## src/rtl/ilv_shift.sv

```systemverilog
module ilv_shift #(
  parameter int DEPTH = 16,
  parameter int PAR   = 2
) (
  input  logic           clk,
  input  logic           rst_n,
  input  logic           din,
  output logic           dout,
  output logic [PAR-1:0] bank_en
);
  localparam int SEG = DEPTH / PAR;
  localparam int PW  = (PAR > 1) ? $clog2(PAR) : 1;
  localparam logic [PW-1:0] LAST = PW'(PAR - 1);

  logic [PW-1:0]  phase;
  logic [PAR-1:0] tap;

  always_ff @(posedge clk or negedge rst_n)
    if (!rst_n)              phase <= '0;
    else if (phase == LAST)  phase <= '0;
    else                     phase <= phase + 1'b1;

  for (genvar b = 0; b < PAR; b++) begin : g_bank
    logic [SEG-1:0] st;
    assign bank_en[b] = (phase == PW'(b));
    if (SEG > 1) begin : g_chain
      always_ff @(posedge clk or negedge rst_n)
        if (!rst_n)          st <= '0;
        else if (bank_en[b]) st <= {st[SEG-2:0], din};
    end else begin : g_single
      always_ff @(posedge clk or negedge rst_n)
        if (!rst_n)          st <= '0;
        else if (bank_en[b]) st <= din;
    end
    assign tap[b] = st[SEG-1];
  end

  if (PAR > 1) begin : g_mux
    assign dout = tap[phase];
  end else begin : g_direct
    assign dout = tap[0];
  end
endmodule

```

## config.mk

```make
export PLATFORM = sky130hd
export DESIGN_NAME = ilv_shift
export DESIGN_NICKNAME = d
export VERILOG_FILES = /design/src/rtl/ilv_shift.sv
export SDC_FILE = /design/constraint.sdc
export NUM_CORES = 1
export LEC_CHECK = 0
export ABC_CLOCK_PERIOD_IN_PS = 1400
export BUFFER_PORTS_ARGS = -buffer_cell sky130_fd_sc_hd__buf_2
export CAP_MARGIN = 20
export CORE_AREA = 2 2 39 41
export DETAILED_ROUTE_END_ITERATION = 7
export DIE_AREA = 0 0 41 43
export MAX_ROUTING_LAYER = met4
export PLACE_DENSITY = 0.77
export SETUP_SLACK_MARGIN = 0.4
export SYNTH_ARGS = -nofsm -noshare
export SYNTH_HDL_FRONTEND = slang
export SYNTH_SLANG_ARGS = --single-unit
```

## constraint.sdc

```tcl
create_clock -name clk -period 1.4 [get_ports clk]
set_clock_uncertainty 0.2 [all_clocks]
set_input_delay 0.14 -clock clk [delete_from_list [all_inputs] [get_ports clk]]
set_output_delay 0.14 -clock clk [all_outputs]
set_load 0.005 [all_outputs]
```

Word-level counts from Yosys, hierarchy flattened

Index checks and enable logic that the tools add are counted.

Register bits: 17
Bits of input ports: 3
Output and inout bits: 3
Logic and storage cells: 9

$add $sub $neg: 1
Order comparisons: 1
Multiplexer cells: 3
Bitwise logic cells: 1

Operators with widths:

| kind                | count |
|---|---|
| $mux 1              | 3 |
| $lt 1x2->1 const B  | 1 |
| $add 1x1->1 const B | 1 |
| $not 1->1           | 1 |

Depth between registers and ports, before layout

Gate-level depths: netlist of the first run.

Word-level depth: 2
Gate-level depth with buffers: 3
Gate-level depth less buffers: 1

Least setup slack after synthesis of the first run

No wires, ideal clock.

Kind: register to output
Start: reg phase
End: out dout
Data arrival time: 0.936 ns
Required time: 1.060 ns
Path slack: 0.124 ns
Stages on the path, launching flop included: 4
Cell sequence: dfrtp_1 buf_6 buf_12 mux2_4

Longest elaborated chain between the ends: 2

Ends and longest elaborated chain:

| element                                    | line | source |
|---|---|---|
| start, declared                            | 15   | `logic [PW-1:0] phase;` |
| start signal, assigned                     | 21   | `else phase <= phase + 1'b1;` |
| $mux 1 (implied by the code) (2 in series) | 39   | `assign dout = tap[phase];` |
| end, declared                              | 8    | `output logic dout,` |

No other way between the ends. The select of a mux whose other input is x is not followed.

Final worst setup path of the first run

Ends and elaborated chain as after synthesis.

==> summary.md, run 1 <==
| Metric | Value |
|---|---|
| Maximum single-stage delay on the critical path | 410 ps |
| Synthesis-to-layout area growth | 19.0% |
| R2R depth | 4 |
| Clock Root Buffer | clkbuf_4 |
| Worst slew margin | 0.759 |
| Least setup slack across all paths after layout | -47.2 ps |
| Run status | finished, violations left |
| Buffers plus inverters on the worst setup path | 1 |
| First-pass GRT wire length | 1600 µm |
| Global Route Usage Sum | 0.145 |
| Clock insertion delay at the later pin of the skew report | 270 ps |
| Startpoint types | flip-flop |
| Final GP Congestion | 0.599 |
| Post-DP HPWL | 628 µm |
| Number of antenna violations at the first check in global routing | 0 |
| Crit-path leading delay family | flip-flops |
| Area of the core region | 0.00138 mm² |
| Synth top area share | 0.614 |
| Starting density of the core | 0.501 |
| Hold path depth | 2 |
| Fill cells | 106 |
| Setup repair after global routing missed its margin | yes |
| Final routed wire length divided by cell count | 14.4 µm |
| Via/cell ratio | 5.04 |
| Maximum clock frequency | 691 MHz |
| Number of CTS-inserted buffers | 3 |
| Most common cell in the synthesized netlist | dfrtp_1 |
| I/O Buffers | 5 |
| Ports | 6 |
| Cell count after synthesis | 38 |
| Crit path capture type | primary output |
| Routed Antenna Nets | 0 |
| Clock-pin slew reported for the worst setup and hold paths after clock tree synthesis | 90 ps |
| Post-layout min period | 1450 ps |
| Ratio of cells with drive above 1 in the final layout | 0.627 |
| Cell at the slowest stage of the critical path | dfrtp_1 |
| Reg-to-Reg Start | phase |
| Launch point of the worst hold path | din |
| Violations in the final reports | hold timing, setup timing |
| Proportion of synthesized chip area in sequential cells | 0.614 |
| Vias in the first global route | 346 |
| Critical path data arrival time | 1110 ps |
| Pwr per Cell Area | 1000 mW/mm² |
| Count of endpoints failing hold in the final timing report | 2 |
| Total of endpoints with negative setup slack in the final report | 10 |
| Maximum number of pins on one net before global-route repair | 18 |
| Total Neg Setup Slack | -259 ps |
| Capture instance of the worst register-to-register path | g_bank[1].st[2] |
| Clock sink total | 17 |
| Number of buffers between clock root and the deepest sink | 2 |
| Core Util, Final | 0.596 |
| Final layout net count | 55 |
| Final WL | 965 µm |
| Top cells by area in the synthesized netlist | dfrtp_1 61%, mux2_4 19%, mux2_2 13% |
| Total number of placement rows | 14 |
| Die area | 0.00176 mm² |
| Number of library cell types mapped by synthesis | 7 |
| Number of max-slew violations in the final report | 0 |
| Die width | 41 µm |
| Hold path endpoint | g_bank[1].st[0] |
| Count of routing violations after the opening detailed-route iteration | 0 |
| Post-synth top area cell | dfrtp_1 |
| List of cells traversed by the critical path | mux2_4 > buf_6 |
| Proportion of synthesized flip-flops having asynchronous set or reset | 1.00 |
| Category of the critical setup timing path | reg -> out |
| Pleak | 0.406 nW |
| Number of storage elements in the synthesis netlist | 17 |
| Remaining routing DRC violations | 0 |
| Largest fanout on the critical path | 2 |
| Via count | 338 |
| Final hold slack | -87.2 ps |
| Worst min-delay path category | in -> reg |
| Grt ovf | 0 |
| Maximum VDD drop | 0.457 mV |
| Area of the mapped netlist | 693 µm² |
| Chip Height | 43 µm |
| Mean post-synth cell area | 18.2 µm² |
| Yosys warnings | 0 |
| Minimum setup slack among reg-to-reg paths | -30 ps |
| Number of buffers inserted for hold repair after clock tree synthesis | 1 |
| # diodes | 0 |
| Required time at the endpoint of the critical path | 1060 ps |
| Number of search-and-repair iterations in the first detailed-routing pass | 1 |
| Max Cap Violations | 0 |
| Most numerous cell types in the synthesized netlist | 17 x dfrtp_1, 9 x mux2_4, 8 x mux2_2 |
| Clock tree from TritonCTS | done |
| Net count after synthesis | 41 |
| Post-route fraction of the period consumed by the critical path | 1.03 |
| Clock H-tree levels | 1 |
| Measured slew at the worst slew-check pin | 361 ps |
| Post-synth EDFFs | 0 |
| Primary FF master, synth | dfrtp_1 |
-- per-layer routing --
layer | track usage | share of wire
met1 | 0.212 | 0.50
met5 | - | 0
met3 | 0.0628 | 0.035
met4 | 0.0400 | 0
met2 | 0.184 | 0.46
-- worst max path at each step --
stage | from | endpoint | cells past startpoint
global placement | phase | g_bank[0].st[4] | 2
floorplan | phase | dout | 3
finish | phase | dout | 2
detailed placement | phase | g_bank[0].st[4] | 2
global route | phase | bank_en[0] | 4
CTS | phase | dout | 2
-- where the power goes --
group | total (mW) | switching (mW) | leakage (nW) | internal, mW
sequential | 0.527 | 0.0125 | 0.196 | 0.514
clock | 0.251 | 0.141 | 0.0150 | 0.110
combinational | 0.0492 | 0.0175 | 0.195 | 0.0317
total | 0.827 | 0.171 | 0.406 | 0.656
-- area by class of cell --
| cell class | instances | area, µm² | share of cell area |
|---|---|---|---|
| Timing Repair Buffer | 12 | 121 | 0.147 |
| Sequential cell | 17 | 425 | 0.516 |
| Multi-Input combinational cell | 17 | 225 | 0.273 |
| Clock buffer | 4 | 26.3 | 0.0319 |
| Inverter | 1 | 6.26 | 0.00759 |
| Tap cell | 16 | 20.0 | 0.0243 |
-- repair_timing --
item                                   CTS  global route
endpoints found under the hold margin   19             2
resized for setup                        4             1
setup buffers                            4             0
setup endpoints to repair               19            20
-- kinds of logic after synthesis --
logic type,synth area share
multiplexers,0.325
flip-flops,0.614
buffers and inverters,0.0614
-- through the flow --
stage	cell area [µm²]	hold WS (ps)	setup WS, ps	power, mW	cells
6_report	825	-87.2	-47.2	0.827	67
2_1_floorplan	693	-356	124	0.562	38
3_3_place_gp	727	-140	174	0.578	58
5_1_grt	825	-106	-97.3	0.871	67
3_5_place_dp	727	-127	149	0.583	58
4_1_cts	818	-91.3	-39.7	0.830	67
-- state kept, by name, summed over array words and instances (netlist names) --
name       flops
g_bank.st     16
phase          1
-- layout by cell type, fill, tap and decap left out --
master / n
dlygate4sd3_1: 1
mux2_2: 8
inv_4: 1
buf_4: 3
clkbuf_1: 1
buf_2: 3
mux2_4: 9
dfrtp_1: 17
clkbuf_4: 3
buf_6: 3
buf_12: 2
Power figures use the tool's default switching activity.
==> run 2: changes to the inputs <==
--- a/config.mk
+++ b/config.mk
@@ -11,2 +11,3 @@
 export CORE_AREA = 2 2 39 41
+export CTS_CLUSTER_SIZE = 24
 export DETAILED_ROUTE_END_ITERATION = 7
--- a/constraint.sdc
+++ b/constraint.sdc
@@ -4,2 +4,2 @@
 set_output_delay 0.14 -clock clk [all_outputs]
-set_load 0.005 [all_outputs]
+set_load 0.02 [all_outputs]
==> summary.md, run 2 (synthesis gave the netlist of run 1 again) <==
| Metric | Value |
|---|---|
| Internal portion of total power | 0.656 mW (about the same) |
| Register bank with the most flops | g_bank.st |
| Die width | 41 µm (unchanged) |
| Maximum VDD drop | 0.743 mV (+63%) |
| Final hold slack | -101 ps (-13.6 ps) |
| Worst slew margin | 0.749 (-0.0107) |
| Critical path data arrival time | 1120 ps (about the same) |
| Maximum clock frequency | 686 MHz (-0.78%) |
| Total Neg Setup Slack | -101 ps (+158 ps) |
| Via count | 322 (-4.7%) |
| Launch point of the worst hold path | din |
| First-pass GRT wire length | 1590 µm (-0.81%) |
| Final routed wire length divided by cell count | 13.8 µm (-4.0%) |
| Starting density of the core | 0.501 (unchanged) |
| Final WL | 913 µm (-5.4%) |
| Switching fraction of total power | 0.200 (-0.00593) |
| Measured slew at the worst slew-check pin | 377 ps (+16.0 ps) |
| Pwr per Cell Area | 1030 mW/mm² (+2.3%) |
| Via/cell ratio | 4.88 (-3.3%) |
| Share of total power in combinational logic | 0.062 (+0.002) |
| Clock insertion delay at the later pin of the skew report | 270 ps (about the same) |
| Number of search-and-repair iterations in the first detailed-routing pass | 2 (+1) |
| Post-layout min period | 1460 ps (+11.4 ps) |
| Switch Pwr | 0.164 mW (-3.6%) |
| Most used cells in the layout excluding fill and tap cells | 17 x dfrtp_1, 9 x mux2_4, 8 x mux2_2, 5 x buf_6 |
| Fraction of power consumed by the clock network | 0.296 (-0.008) |
| Hold path endpoint | g_bank[0].st[0] |
| R2R depth | 4 (unchanged) |
| Placed cell count | 58 (unchanged) |
| Ports | 6 (unchanged) |
| Clock tree from TritonCTS | done |
| Total of endpoints with negative setup slack in the final report | 2 (-8) |
| # diodes | 0 (unchanged) |
| Chip Height | 43 µm (unchanged) |
| Capture instance of the worst register-to-register path | g_bank[1].st[6] |
| Synthesis-to-layout area growth | 15.3% |
| Startpoint types | flip-flop |
| Total number of placement rows | 14 (unchanged) |
| I/O Buffers | 5 (unchanged) |
| Number of buffers inserted for hold repair after clock tree synthesis | 1 (unchanged) |
| Max Cap Violations | 0 (unchanged) |
| List of cells traversed by the critical path | mux2_4 > buf_6 |
| Least setup slack across all paths after layout | -58.6 ps (-11.4 ps) |
| Number of max-slew violations in the final report | 0 (unchanged) |
| Post-route cell area | 800 µm² (-3.0%) |
| Vias in the first global route | 353 (+2.0%) |
| Clock sink total | 17 (unchanged) |
| Worst min-delay path category | in -> reg |
| Run status | finished, violations left |
| Number of CTS-inserted buffers | 3 (unchanged) |
| Required time at the endpoint of the critical path | 1060 ps (about the same) |
| Number of antenna violations at the first check in global routing | 0 (unchanged) |
| Largest registers ranked by flip-flop count | g_bank.st: 16 flops, phase: 1 flops |
| Clock H-tree levels | 1 (unchanged) |
| Core Util, Final | 0.578 (-0.0181) |
| Number of flip-flops under the largest register name | 16 (unchanged) |
| Minimum setup slack among reg-to-reg paths | 0 ps (+30 ps) |
| Area of the core region | 0.00138 mm² (unchanged) |
| Remaining routing DRC violations | 0 (unchanged) |
| Category of the critical setup timing path | reg -> out |
| Sequential share of power | 0.642 (+0.005) |
| Hold path depth | 2 (unchanged) |
| Grt ovf | 0 (unchanged) |
| Global Route Usage Sum | 0.141 (-0.00409) |
| Reg-to-Reg Start | phase |
| Post-route fraction of the period consumed by the critical path | 1.04 (+0.00814) |
| Clock Root Buffer | clkbuf_4 |
| Clock-pin slew reported for the worst setup and hold paths after clock tree synthesis | 90 ps (about the same) |
| Maximum single-stage delay on the critical path | 410 ps (about the same) |
| Most common cell after layout, fill and taps aside | dfrtp_1 |
| Ratio of cells with drive above 1 in the final layout | 0.620 (-0.00745) |
| Maximum number of pins on one net before global-route repair | 18 (unchanged) |
| Setup repair after global routing missed its margin | yes |
| Final GP Congestion | 0.627 (+4.6%) |
| Final layout net count | 54 (-1.8%) |
| Die area | 0.00176 mm² (unchanged) |
| Violations in the final reports | hold timing, setup timing |
| Pleak | 0.395 nW (-2.8%) |
| Routed Antenna Nets | 0 (unchanged) |
| Count of endpoints failing hold in the final timing report | 2 (unchanged) |
| Cell at the slowest stage of the critical path | dfrtp_1 |
| Largest fanout on the critical path | 3 (+1) |
| Count of routing violations after the opening detailed-route iteration | 1 (+1) |
| Number of buffers between clock root and the deepest sink | 2 (unchanged) |
| Crit path capture type | primary output |
| Final Non-Filler Cells | 66 (-1.5%) |
| Placed standard-cell area | 714 µm² (-1.7%) |
run 2: how the worst max path moves through the flow:
stage | from | slack (ps) | endpoint | cells after the start
6_report | phase | -60 | dout | 2
5_1_grt | phase | -110 | dout | 2
4_1_cts | phase | -70 | dout | 2
3_5_place_dp | phase | 140 | g_bank[0].st[4] | 2
3_3_place_gp | phase | 180 | g_bank[0].st[4] | 2
2_1_floorplan | phase | 90 | dout | 3
run 2: area by class of cell:
type / instances / area [µm²]
timing repair buffer: 11 / 98.8
inverter: 1 / 3.75
fill: 128 / 584
multi-input combinational: 17 / 225
clock buffer: 4 / 26.3
tap: 16 / 20.0
sequential: 17 / 425
run 2: per-layer routing:
metal	part of all wire	vias up	wire [µm]	GRT usage
li1	-	153	-	-
met1	0.47	162	427	0.184
met2	0.49	5	451	0.197
met3	0.027	2	25	0.0314
met4	0.0088	0	8	0.0800
met5	0	-	0	-
run 2: timing repair:
action,in CTS,in global routing
gates cloned,0,0
resized for setup,9,0
setup endpoints to repair,19,20
buffers inserted,3,0
endpoints found under the hold margin,19,2
run 2: power by group through the flow:
stage,logic (mW),clock network (mW),registers [mW]
after global routing,0.0561,0.289,0.530
after global placement,0.0454,0,0.535
after floorplan,0.0314,0,0.532
after detailed placement,0.0474,0,0.537
after CTS,0.0516,0.251,0.528
final,0.0506,0.243,0.527
run 2: worst max-delay path: cells and delay by family (launching register included):
kind | cells | cell delay (ps)
buffers and inverters | 1 | 130
multiplexers | 1 | 310
flip-flops | 1 | 410
run 2: stage by stage:
stage / hold WS (ps) / power (mW) / setup WS [ps]
after floorplan: -356 / 0.563 / 88.0
after global placement: -140 / 0.580 / 176
after detailed placement: -125 / 0.585 / 139
after CTS: -104 / 0.831 / -65.4
after global routing: -127 / 0.876 / -111
final: -101 / 0.821 / -58.6
